--- src/rtl/evtcnt_pkg.sv ---
package evtcnt_pkg;

    localparam int unsigned DATA_W = 32;
    localparam int unsigned ADDR_W = 4;

    localparam logic [ADDR_W-1:0] A_MODE = 4'd0;
    localparam logic [ADDR_W-1:0] A_IEN  = 4'd1;
    localparam logic [ADDR_W-1:0] A_FLAG = 4'd2;
    localparam logic [ADDR_W-1:0] A_GEN  = 4'd3;
    localparam logic [ADDR_W-1:0] A_CNT0 = 4'd4;

    typedef struct packed {
        logic [3:0] rate;
        logic [2:0] spare;
        logic       run;
    } mode_t;

    typedef struct packed {
        logic clr;
        logic load;
        logic inc;
    } cnt_ctl_t;

    function automatic logic hits_cnt(input logic [ADDR_W-1:0] a, input int idx);
        return int'(a) == int'(A_CNT0) + idx;
    endfunction

endpackage

--- src/rtl/evtcnt_blackout.sv ---
module evtcnt_blackout #(
    parameter int unsigned BLK = 2
) (
    input  logic clk,
    input  logic pwr_rst,
    input  logic restart,
    output logic busy
);
    localparam int unsigned W = $clog2(BLK + 1);

    logic [W-1:0] tmr;

    always_ff @(posedge clk) begin
        if (pwr_rst || restart)
            tmr <= W'(BLK);
        else if (tmr != '0)
            tmr <= tmr - 1'b1;
    end

    assign busy = (tmr != '0);


    restart_arms_chk: assert property (@(posedge clk) disable iff (pwr_rst)
        restart |=> busy);


    no_spurious_chk: assert property (@(posedge clk) disable iff (pwr_rst)
        (!restart && !busy) |=> !busy);

endmodule

--- src/rtl/evtcnt_slice.sv ---
module evtcnt_slice
    import evtcnt_pkg::*;
#(
    parameter int unsigned CNT_W = 24
) (
    input  logic             clk,
    input  logic             pwr_rst,
    input  cnt_ctl_t         ctl,
    input  logic [CNT_W-1:0] load_val,
    input  logic             clr_evt,
    input  logic             clr_ovf,
    output logic [CNT_W-1:0] cnt,
    output logic             evt_flag,
    output logic             ovf_flag
);
    logic wrap;
    assign wrap = ctl.inc && !ctl.load && (cnt == '1);

    always_ff @(posedge clk) begin
        if (pwr_rst || ctl.clr) begin
            cnt      <= '0;
            evt_flag <= 1'b0;
            ovf_flag <= 1'b0;
        end else begin
            if (ctl.load)
                cnt <= load_val;
            else if (ctl.inc)
                cnt <= cnt + 1'b1;
            evt_flag <= (evt_flag & ~clr_evt) | ctl.inc;
            ovf_flag <= (ovf_flag & ~clr_ovf) | wrap;
        end
    end


    step_one_chk: assert property (@(posedge clk) disable iff (pwr_rst)
        (ctl.inc && !ctl.load && !ctl.clr) |=> cnt == CNT_W'($past(cnt) + 1'b1));


    hold_chk: assert property (@(posedge clk) disable iff (pwr_rst)
        (!ctl.inc && !ctl.load && !ctl.clr) |=> $stable(cnt));


    wrap_chk: assert property (@(posedge clk) disable iff (pwr_rst)
        (ctl.inc && !ctl.load && !ctl.clr && cnt == '1) |=> (ovf_flag && cnt == '0));


    clear_chk: assert property (@(posedge clk) disable iff (pwr_rst)
        ctl.clr |=> (cnt == '0 && !evt_flag && !ovf_flag));


    set_wins_chk: assert property (@(posedge clk) disable iff (pwr_rst)
        (ctl.inc && !ctl.clr) |=> evt_flag);

endmodule

--- src/rtl/evtcnt_irq.sv ---
module evtcnt_irq #(
    parameter int unsigned NSRC = 4
) (
    input  logic [NSRC-1:0] flags,
    input  logic [NSRC-1:0] ien,
    input  logic            gen,
    output logic            irq
);
    assign irq = gen & (|(flags & ien));
endmodule

--- src/rtl/evtcnt_bank.sv ---
module evtcnt_bank
    import evtcnt_pkg::*;
#(
    parameter int unsigned NUM_CNT  = 2,
    parameter int unsigned CNT_W    = 24,
    parameter int unsigned BLACKOUT = 2
) (
    input  logic               clk,
    input  logic               sys_rst,
    input  logic               pwr_rst,
    input  logic               reg_wr,
    input  logic [ADDR_W-1:0]  reg_addr,
    input  logic [DATA_W-1:0]  reg_wdata,
    output logic [DATA_W-1:0]  reg_rdata,
    input  logic [NUM_CNT-1:0] evt_in,
    output logic               irq
);
    localparam int unsigned NSRC = 2 * NUM_CNT;

    mode_t                mode_q;
    logic [NSRC-1:0]      ien_q;
    logic                 gen_q;
    logic [NSRC-1:0]      flags;
    logic [NSRC-1:0]      flag_clr;
    logic                 mode_wr;
    logic                 busy;
    logic                 count_ok;
    logic [CNT_W-1:0]     cnt_arr [NUM_CNT];
    logic [NUM_CNT*CNT_W-1:0] cnt_flat;
    logic                 unused_wdata;

    assign unused_wdata = ^reg_wdata;
    assign mode_wr  = reg_wr && (reg_addr == A_MODE);
    assign flag_clr = (reg_wr && reg_addr == A_FLAG) ? reg_wdata[NSRC-1:0] : '0;
    assign count_ok = mode_q.run && !busy;

    always_ff @(posedge clk) begin
        if (pwr_rst) begin
            mode_q <= '0;
            ien_q  <= '0;
            gen_q  <= 1'b0;
        end else if (mode_wr) begin
            mode_q <= mode_t'(reg_wdata[7:0]);
            ien_q  <= '0;
            gen_q  <= 1'b0;
        end else if (reg_wr) begin
            if (reg_addr == A_IEN) ien_q <= reg_wdata[NSRC-1:0];
            if (reg_addr == A_GEN) gen_q <= reg_wdata[0];
        end
    end

    evtcnt_blackout #(.BLK(BLACKOUT)) u_blk (
        .clk     (clk),
        .pwr_rst (pwr_rst),
        .restart (mode_wr | sys_rst),
        .busy    (busy)
    );

    for (genvar g = 0; g < NUM_CNT; g++) begin : g_cnt
        cnt_ctl_t ctl;
        assign ctl.clr  = mode_wr;
        assign ctl.load = reg_wr && hits_cnt(reg_addr, g);
        assign ctl.inc  = evt_in[g] && count_ok;

        evtcnt_slice #(.CNT_W(CNT_W)) u_slice (
            .clk      (clk),
            .pwr_rst  (pwr_rst),
            .ctl      (ctl),
            .load_val (reg_wdata[CNT_W-1:0]),
            .clr_evt  (flag_clr[g]),
            .clr_ovf  (flag_clr[NUM_CNT+g]),
            .cnt      (cnt_arr[g]),
            .evt_flag (flags[g]),
            .ovf_flag (flags[NUM_CNT+g])
        );
        assign cnt_flat[g*CNT_W +: CNT_W] = cnt_arr[g];
    end

    evtcnt_irq #(.NSRC(NSRC)) u_irq (
        .flags (flags),
        .ien   (ien_q),
        .gen   (gen_q),
        .irq   (irq)
    );

    always_comb begin
        reg_rdata = '0;
        case (reg_addr)
            A_MODE: reg_rdata = DATA_W'(mode_q);
            A_IEN:  reg_rdata = DATA_W'(ien_q);
            A_FLAG: reg_rdata = DATA_W'(flags);
            A_GEN:  reg_rdata = DATA_W'(gen_q);
            default: begin
                for (int i = 0; i < int'(NUM_CNT); i++)
                    if (hits_cnt(reg_addr, i)) reg_rdata[CNT_W-1:0] = cnt_arr[i];
            end
        endcase
    end


    sysrst_keep_chk: assert property (@(posedge clk) disable iff (pwr_rst)
        (sys_rst && !reg_wr) |=> ($stable(mode_q) && $stable(ien_q) && $stable(gen_q)));


    blackout_chk: assert property (@(posedge clk) disable iff (pwr_rst)
        (busy && !reg_wr) |=> $stable(cnt_flat));


    irq_quiet_chk: assert property (@(posedge clk) disable iff (pwr_rst)
        ((flags & ien_q) == '0 || !gen_q) |-> !irq);


    irq_raise_chk: assert property (@(posedge clk) disable iff (pwr_rst)
        (gen_q && (flags & ien_q) != '0) |-> irq);


    power_clear_chk: assert property (@(posedge clk)
        pwr_rst |=> (cnt_flat == '0 && flags == '0 && mode_q == '0 && ien_q == '0 && !gen_q));

endmodule

--- config.mk ---
export PLATFORM = sky130hd
export DESIGN_NAME = evtcnt_bank
export DESIGN_NICKNAME = d
export VERILOG_FILES = /design/src/rtl/evtcnt_pkg.sv /design/src/rtl/evtcnt_blackout.sv /design/src/rtl/evtcnt_slice.sv /design/src/rtl/evtcnt_irq.sv /design/src/rtl/evtcnt_bank.sv
export SDC_FILE = /design/constraint.sdc
export NUM_CORES = 1
export LEC_CHECK = 0
export BUFFER_PORTS_ARGS = -buffer_cell sky130_fd_sc_hd__buf_2
export CORE_ASPECT_RATIO = 2
export CORE_UTILIZATION = 60
export CTS_CLUSTER_DIAMETER = 80
export DETAILED_ROUTE_END_ITERATION = 8
export PLACE_DENSITY = 0.86
export SLEW_MARGIN = 20
export SYNTH_ARGS = -nofsm -noshare
export SYNTH_HDL_FRONTEND = slang
export SYNTH_SLANG_ARGS = --single-unit
--- constraint.sdc ---
create_clock -name clk -period 3.3 [get_ports clk]
set_input_delay 0.165 -clock clk [delete_from_list [all_inputs] [get_ports clk]]
set_output_delay 0.165 -clock clk [all_outputs]
set_load 0.01 [all_outputs]
==> flow_summary.yaml, run 1 <==
pwr:
  combinationalPowerShare_pct: 7.4
  peakVddDrop_mv: 0.421
  p_leak_nw: 1.72
  intPower_mw: 1.42
  clock_power_share_pct: 47.5
  pwr-share-seq_pct: 45.1
  p_per_area_nw_per_um2: 424
  sw_frac_of_total_pct: 23.9
  p_sw_mw: 0.448
clocking:
  cts-resized-gates: 0
  cts_sinks: 67
  h-tree-depth: 3
  post_cts_buffers: 0
  cts_hold_buffers: 1
  numCtsBuffers: 9
  cts_max_path_buffers: 2
  insertion_delay_ps: 330
  clock-root-buffer: "clkbuf_16"
  clk_pin_slew_ps: 50
  cts_tree: "done"
finish:
  fin_cells: 607
  final_cell_mix: "dfxtp_1, buf_2, a21oi_1"
  diodes: 0
  drive_above_1_share_pct: 17.8
  final_common_cell: "dfxtp_1"
  fin_nets: 563
  syn2layout_area_growth_pct: 15.2
  fin_util_pct: 72.3
  finish.instance_area_um2: 4420
setup_path:
  required_ps: 3510
  cp_cell_sequence: "inv_1 > ha_1 > nand3_1 > or4_1 > nor4_2 > xnor2_1 > a21oi_1"
  cp_top_family: "simple AND/OR/NAND/NOR gates"
  ff2ff_setup_slack_ps: 850
  slowest_stage: "or4_1"
  worstPathArrival_ps: 2660
  cp-start-kind: "register"
  critPathMaxFanout: 9
  path_buf_inv: 1
  slowest_delay_ps: 860
  crit_type: "reg2reg"
  crit_path_end_kind: "register"
routing:
  vias: 3781
  ant_nets: 0
  drcViolationCount: 0
  drtIter0Drc: 258
  drt-total-wl_mm: 10.7
  wl_per_cell_um: 17.7
  dr.pass1.iters: 6
  viasPerCell: 6.23
sta:
  setup_tns_ps: 0
  rsz0062_at_grt: "false"
  finalCritPeriodShare_pct: 74.3
  worstMarginPinSlew_ps: 904
  finalWorstSetupSlack_ps: 847
  min_period_ps: 2450
  final_max_slew_viol_count: 0
  fmax_ghz: 0.408
  hold_viol: 0
  skew_ps: 4.47
  relSlewSlack_pct: 39.2
  setup_viol: 0
grt:
  grt_max_degree: 50
  grt_usage_pct: 33.4
  grt_pass1_vias: 3492
  gr-total-overflow: 0
  grt_pass1_wl_mm: 16.8
  antenna_found_initial: 0
logic_synthesis:
  synth_warnings: 0
  syn_area_um2: 3830
  yosysUniqueCellTypes: 46
  synthCells: 472
  async_flop_share_pct: 0
  synth_ff_type: "dfxtp_1"
  synth.avg_cell_area_um2: 8.12
  synth_edf_count: 0
  ys_seq_area_share_pct: 35.0
  synth_seq_cells: 67
floorplan:
  die_area_um2: 6730
  chipWidth_um: 58.5
  start_util_pct: 62.8
  num_rows: 40
  ios: 75
  core_area_um2: 6110
  die_h_um: 115
placed_design:
  io_buffers: 58
  placed_cells: 590
  pre_cts_ws_ps: 903
  hpwl_mm: 7.62
  gp_congestion: 0.925
  dpl_cell_area_um2: 4130
run:
  drv_cap: 0
status:
  status: "complete, no violations"
hold_path:
  hold_path_class: "in2reg"
path summary, 6_finish.rpt:
check | startpoint | depth (start not counted) | endpoint
worst max-delay path | u_blk.tmr[1] | 7 | g_cnt[0].u_slice.cnt[19]
worst min-delay path | reg_wdata[7] | 3 | mode_q[7]
worst min register to register | mode_q[2] | 2 | mode_q[2]
worst max register to register | u_blk.tmr[1] | 7 | g_cnt[0].u_slice.cnt[19]
cells in the mapped netlist (all sizes together) (2+ instances only):
cell type,count,area [um^2]
dfxtp,67,1340
a21oi,48,240
nor2,43,161
o21ai,43,215
nand2,30,113
xor2,25,219
xnor2,22,193
clkbuf,21,78.8
nand3,20,105
buf,18,120
a22o,16,140
inv,16,60.1
mux2i,14,140
nand4,14,100
a211oi,12,90.1
nor4,11,111
nor3,10,55.1
a22oi,9,67.6
and3,8,50.1
or3,4,30.0
ha,3,37.5
and4,2,17.5
nor2b,2,12.5
nor4b,2,23.8
worst reg2reg max path, cell delays in order, from the launching register on:
cell and delay (ps):
dfxtp_1 300, inv_1 70, ha_1 360, nand3_1 200
or4_1 860, nor4_2 290, xnor2_1 160, a21oi_1 90
per-layer routing:
layer  vias to the layer above  GRT usage (%)  routed length (um)
met4                         0           20.0                 527
li1                       1779              -                   -
met2                       194           59.8                5580
met1                      1763           35.3                3920
met3                        45           6.07                 689
met5                         -              0                   0
flip-flops by register name, indices dropped and copies added, names as in the netlist:
name	flops
ien_q	4
g_cnt.u_slice.evt_flag	2
u_blk.tmr	2
g_cnt.u_slice.cnt	48
mode_q	8
g_cnt.u_slice.ovf_flag	2
gen_q	1
power by group through the flow:
stage | combinational [mW] | sequential (mW) | clock [mW]
finish | 0.138 | 0.845 | 0.889
global route | 0.149 | 0.847 | 0.926
CTS | 0.135 | 0.845 | 0.894
detailed placement | 0.132 | 0.862 | 0
global placement | 0.129 | 0.861 | 0
floorplan | 0.0874 | 0.856 | 0
per-stage QoR:
stage / power, mW / hold WS [ps]
2_1_floorplan: 0.944 / 244
3_3_place_gp: 0.990 / 344
3_5_place_dp: 0.994 / 346
4_1_cts: 1.87 / 96.7
5_1_grt: 1.92 / 120
6_report: 1.87 / 94.2
logic make-up (layout without fill, tap and decap cells):
group / after synthesis / in the layout / synth area share, %
adders and majority gates: 3 / 3 / 0.979
other: 1 / 8 / 0.0978
AOI/OAI and AO/OA: 132 / 132 / 20.7
xor gates and xnor gates: 47 / 47 / 10.7
and+or+nand+nor: 152 / 152 / 21.5
buffers and inverters: 55 / 99 / 6.76
DFF: 67 / 67 / 35.0
muxes: 15 / 15 / 4.24
layout make-up:
cell class | instances | area, um^2
Clock buffer | 14 | 264
Clock inverter | 2 | 10.0
Fill cell | 508 | 1690
Inverter | 16 | 60.1
Multi-Input combinational cell | 357 | 2270
Sequential cell | 67 | 1340
Tap cell | 84 | 105
Timing Repair Buffer | 67 | 360
Note: power is estimated with default switching activity, not from simulation.
==> inputs of run 2 (changes only) <==
- CORE_UTILIZATION: 60 -> 56
- PLACE_DENSITY: 0.86 -> 0.81
- clock period: 3.3 -> 2.4 ns (I/O delays scaled with it)
==> flow_summary.yaml, run 2 (synthesized netlist as in run 1, its figures left out) <==
floorplan:
  chipWidth_um: 60.5
  core_area_um2: 6620
  start_util_pct: 57.9
  die_h_um: 119
  num_rows: 42
  ios: 75
  die_area_um2: 7200
sta:
  final_max_slew_viol_count: 0
  hold_viol: 0
  finalWorstSetupSlack_ps: 271
  skew_ps: 4.84
  rsz0062_at_grt: "false"
  setup_tns_ps: 0
  min_period_ps: 2130
  relSlewSlack_pct: 51.8
  finalCritPeriodShare_pct: 88.7
  setup_viol: 0
  fmax_ghz: 0.470
  worstMarginPinSlew_ps: 718
  holdWs_ps: 62.2
setup_path:
  cp-start-kind: "register"
  ff2ff_path_depth: 8
  cp_top_family: "simple AND/OR/NAND/NOR gates"
  ff2ff_setup_slack_ps: 270
  worstPathArrival_ps: 2370
  cp_num_cells: 8
  cp_cell_sequence: "inv_1 > ha_1 > nand3_1 > or4_1 > buf_4 > nor4_4 > xnor2_1 > o32ai_2"
  slowest_stage: "or4_1"
  crit_path_end_kind: "register"
  critPathMaxFanout: 9
  path_buf_inv: 2
  crit_type: "reg2reg"
  slowest_delay_ps: 540
  required_ps: 2640
run:
  drv_cap: 0
routing:
  drcViolationCount: 0
  drt-total-wl_mm: 10.6
  dr.pass1.iters: 4
  wl_per_cell_um: 17.1
  drtIter0Drc: 218
  vias: 3725
  ant_nets: 0
  viasPerCell: 6.02
pwr:
  power.total_mw: 2.64
  p_per_area_nw_per_um2: 586
  p_leak_nw: 1.76
  peakVddDrop_mv: 0.417
placed_design:
  hpwl_mm: 7.60
  gp_congestion: 0.913
  pre_cts_ws_ps: 295
  io_buffers: 58
  placed_cells: 602
finish:
  nFillCells: 608
  final_cell_mix: "dfxtp_1, buf_2, a21oi_1"
  reg_top3: "g_cnt.u_slice.cnt (48), mode_q (8), ien_q (4)"
  largest_reg_flops: 48
  syn2layout_area_growth_pct: 17.4
  seq_area_um2: 1340
  diodes: 0
  final_common_cell: "dfxtp_1"
  fin_nets: 571
  drive_above_1_share_pct: 19.2
  fin_cells: 619
  regMostFlops: "g_cnt.u_slice.cnt"
  multi_input_area_um2: 2270
clocking:
  cts-resized-gates: 0
  h-tree-depth: 3
  cts_hold_buffers: 1
  cts_sinks: 67
  cts_max_path_buffers: 2
  cts_tree: "done"
  post_cts_buffers: 0
  clock-root-buffer: "clkbuf_16"
  numCtsBuffers: 9
  insertion_delay_ps: 340
  clk_pin_slew_ps: 50
grt:
  grt_pass1_vias: 3686
  antenna_found_initial: 0
  grt_max_degree: 35
  grt_pass1_wl_mm: 17.1
  gr-total-overflow: 0
  grt_usage_pct: 31.7
hold_path:
  hold_path_class: "in2reg"
  whs_path_depth: 3
status:
  status: "complete, no violations"
## run 2: cell type report
cell class / instances / share of cell area [%]
multi-input cells: 357 / 50.6
inverters: 16 / 1.33
clock inverters: 1 / 0.111
well taps: 88 / 2.45
repair buffers: 75 / 9.34
clock buffers: 15 / 6.40
flip-flops and latches: 67 / 29.8
## run 2: worst reg2reg max path: cells and delay by family, from the launching register on
| family | cells | cell delay [ps] |
|---|---|---|
| buffers and inverters | 2 | 280 |
| flip-flops | 1 | 310 |
| AO/OA/AOI/OAI | 1 | 200 |
| adder cells (fa/ha/maj) | 1 | 280 |
| AND/OR/NAND/NOR | 3 | 860 |
| XOR/XNOR | 1 | 110 |
## run 2: final timing paths
| kind | end | start |
|---|---|---|
| setup / recovery | g_cnt[0].u_slice.cnt[23] | u_blk.tmr[0] |
| hold / removal | mode_q[4] | reg_wdata[4] |
| setup reg to reg | g_cnt[0].u_slice.cnt[23] | u_blk.tmr[0] |
| hold reg to reg | mode_q[1] | mode_q[1] |
## run 2: metrics by stage
step | util, % | instance area (um^2)
2_1_floorplan | - | 3860
3_3_place_gp | 63.4 | 4200
3_5_place_dp | 63.4 | 4200
4_1_cts | 68.0 | 4500
5_1_grt | 68.0 | 4500
6_report | 68.0 | 4500
## run 2: routing by layer
layer  GRT usage (%)  up-vias  routed length (um)
met3            6.19       44                 459
met4            21.7        0                 590
li1                -     1778                   -
met1            31.9     1754                3820
met2            55.2      149                5720
met5               0        -                   0
## run 2: power breakdown
part           switching, mW  internal [mW]
sequential            0.0259           1.14
clock                  0.473          0.811
combinational          0.118         0.0728
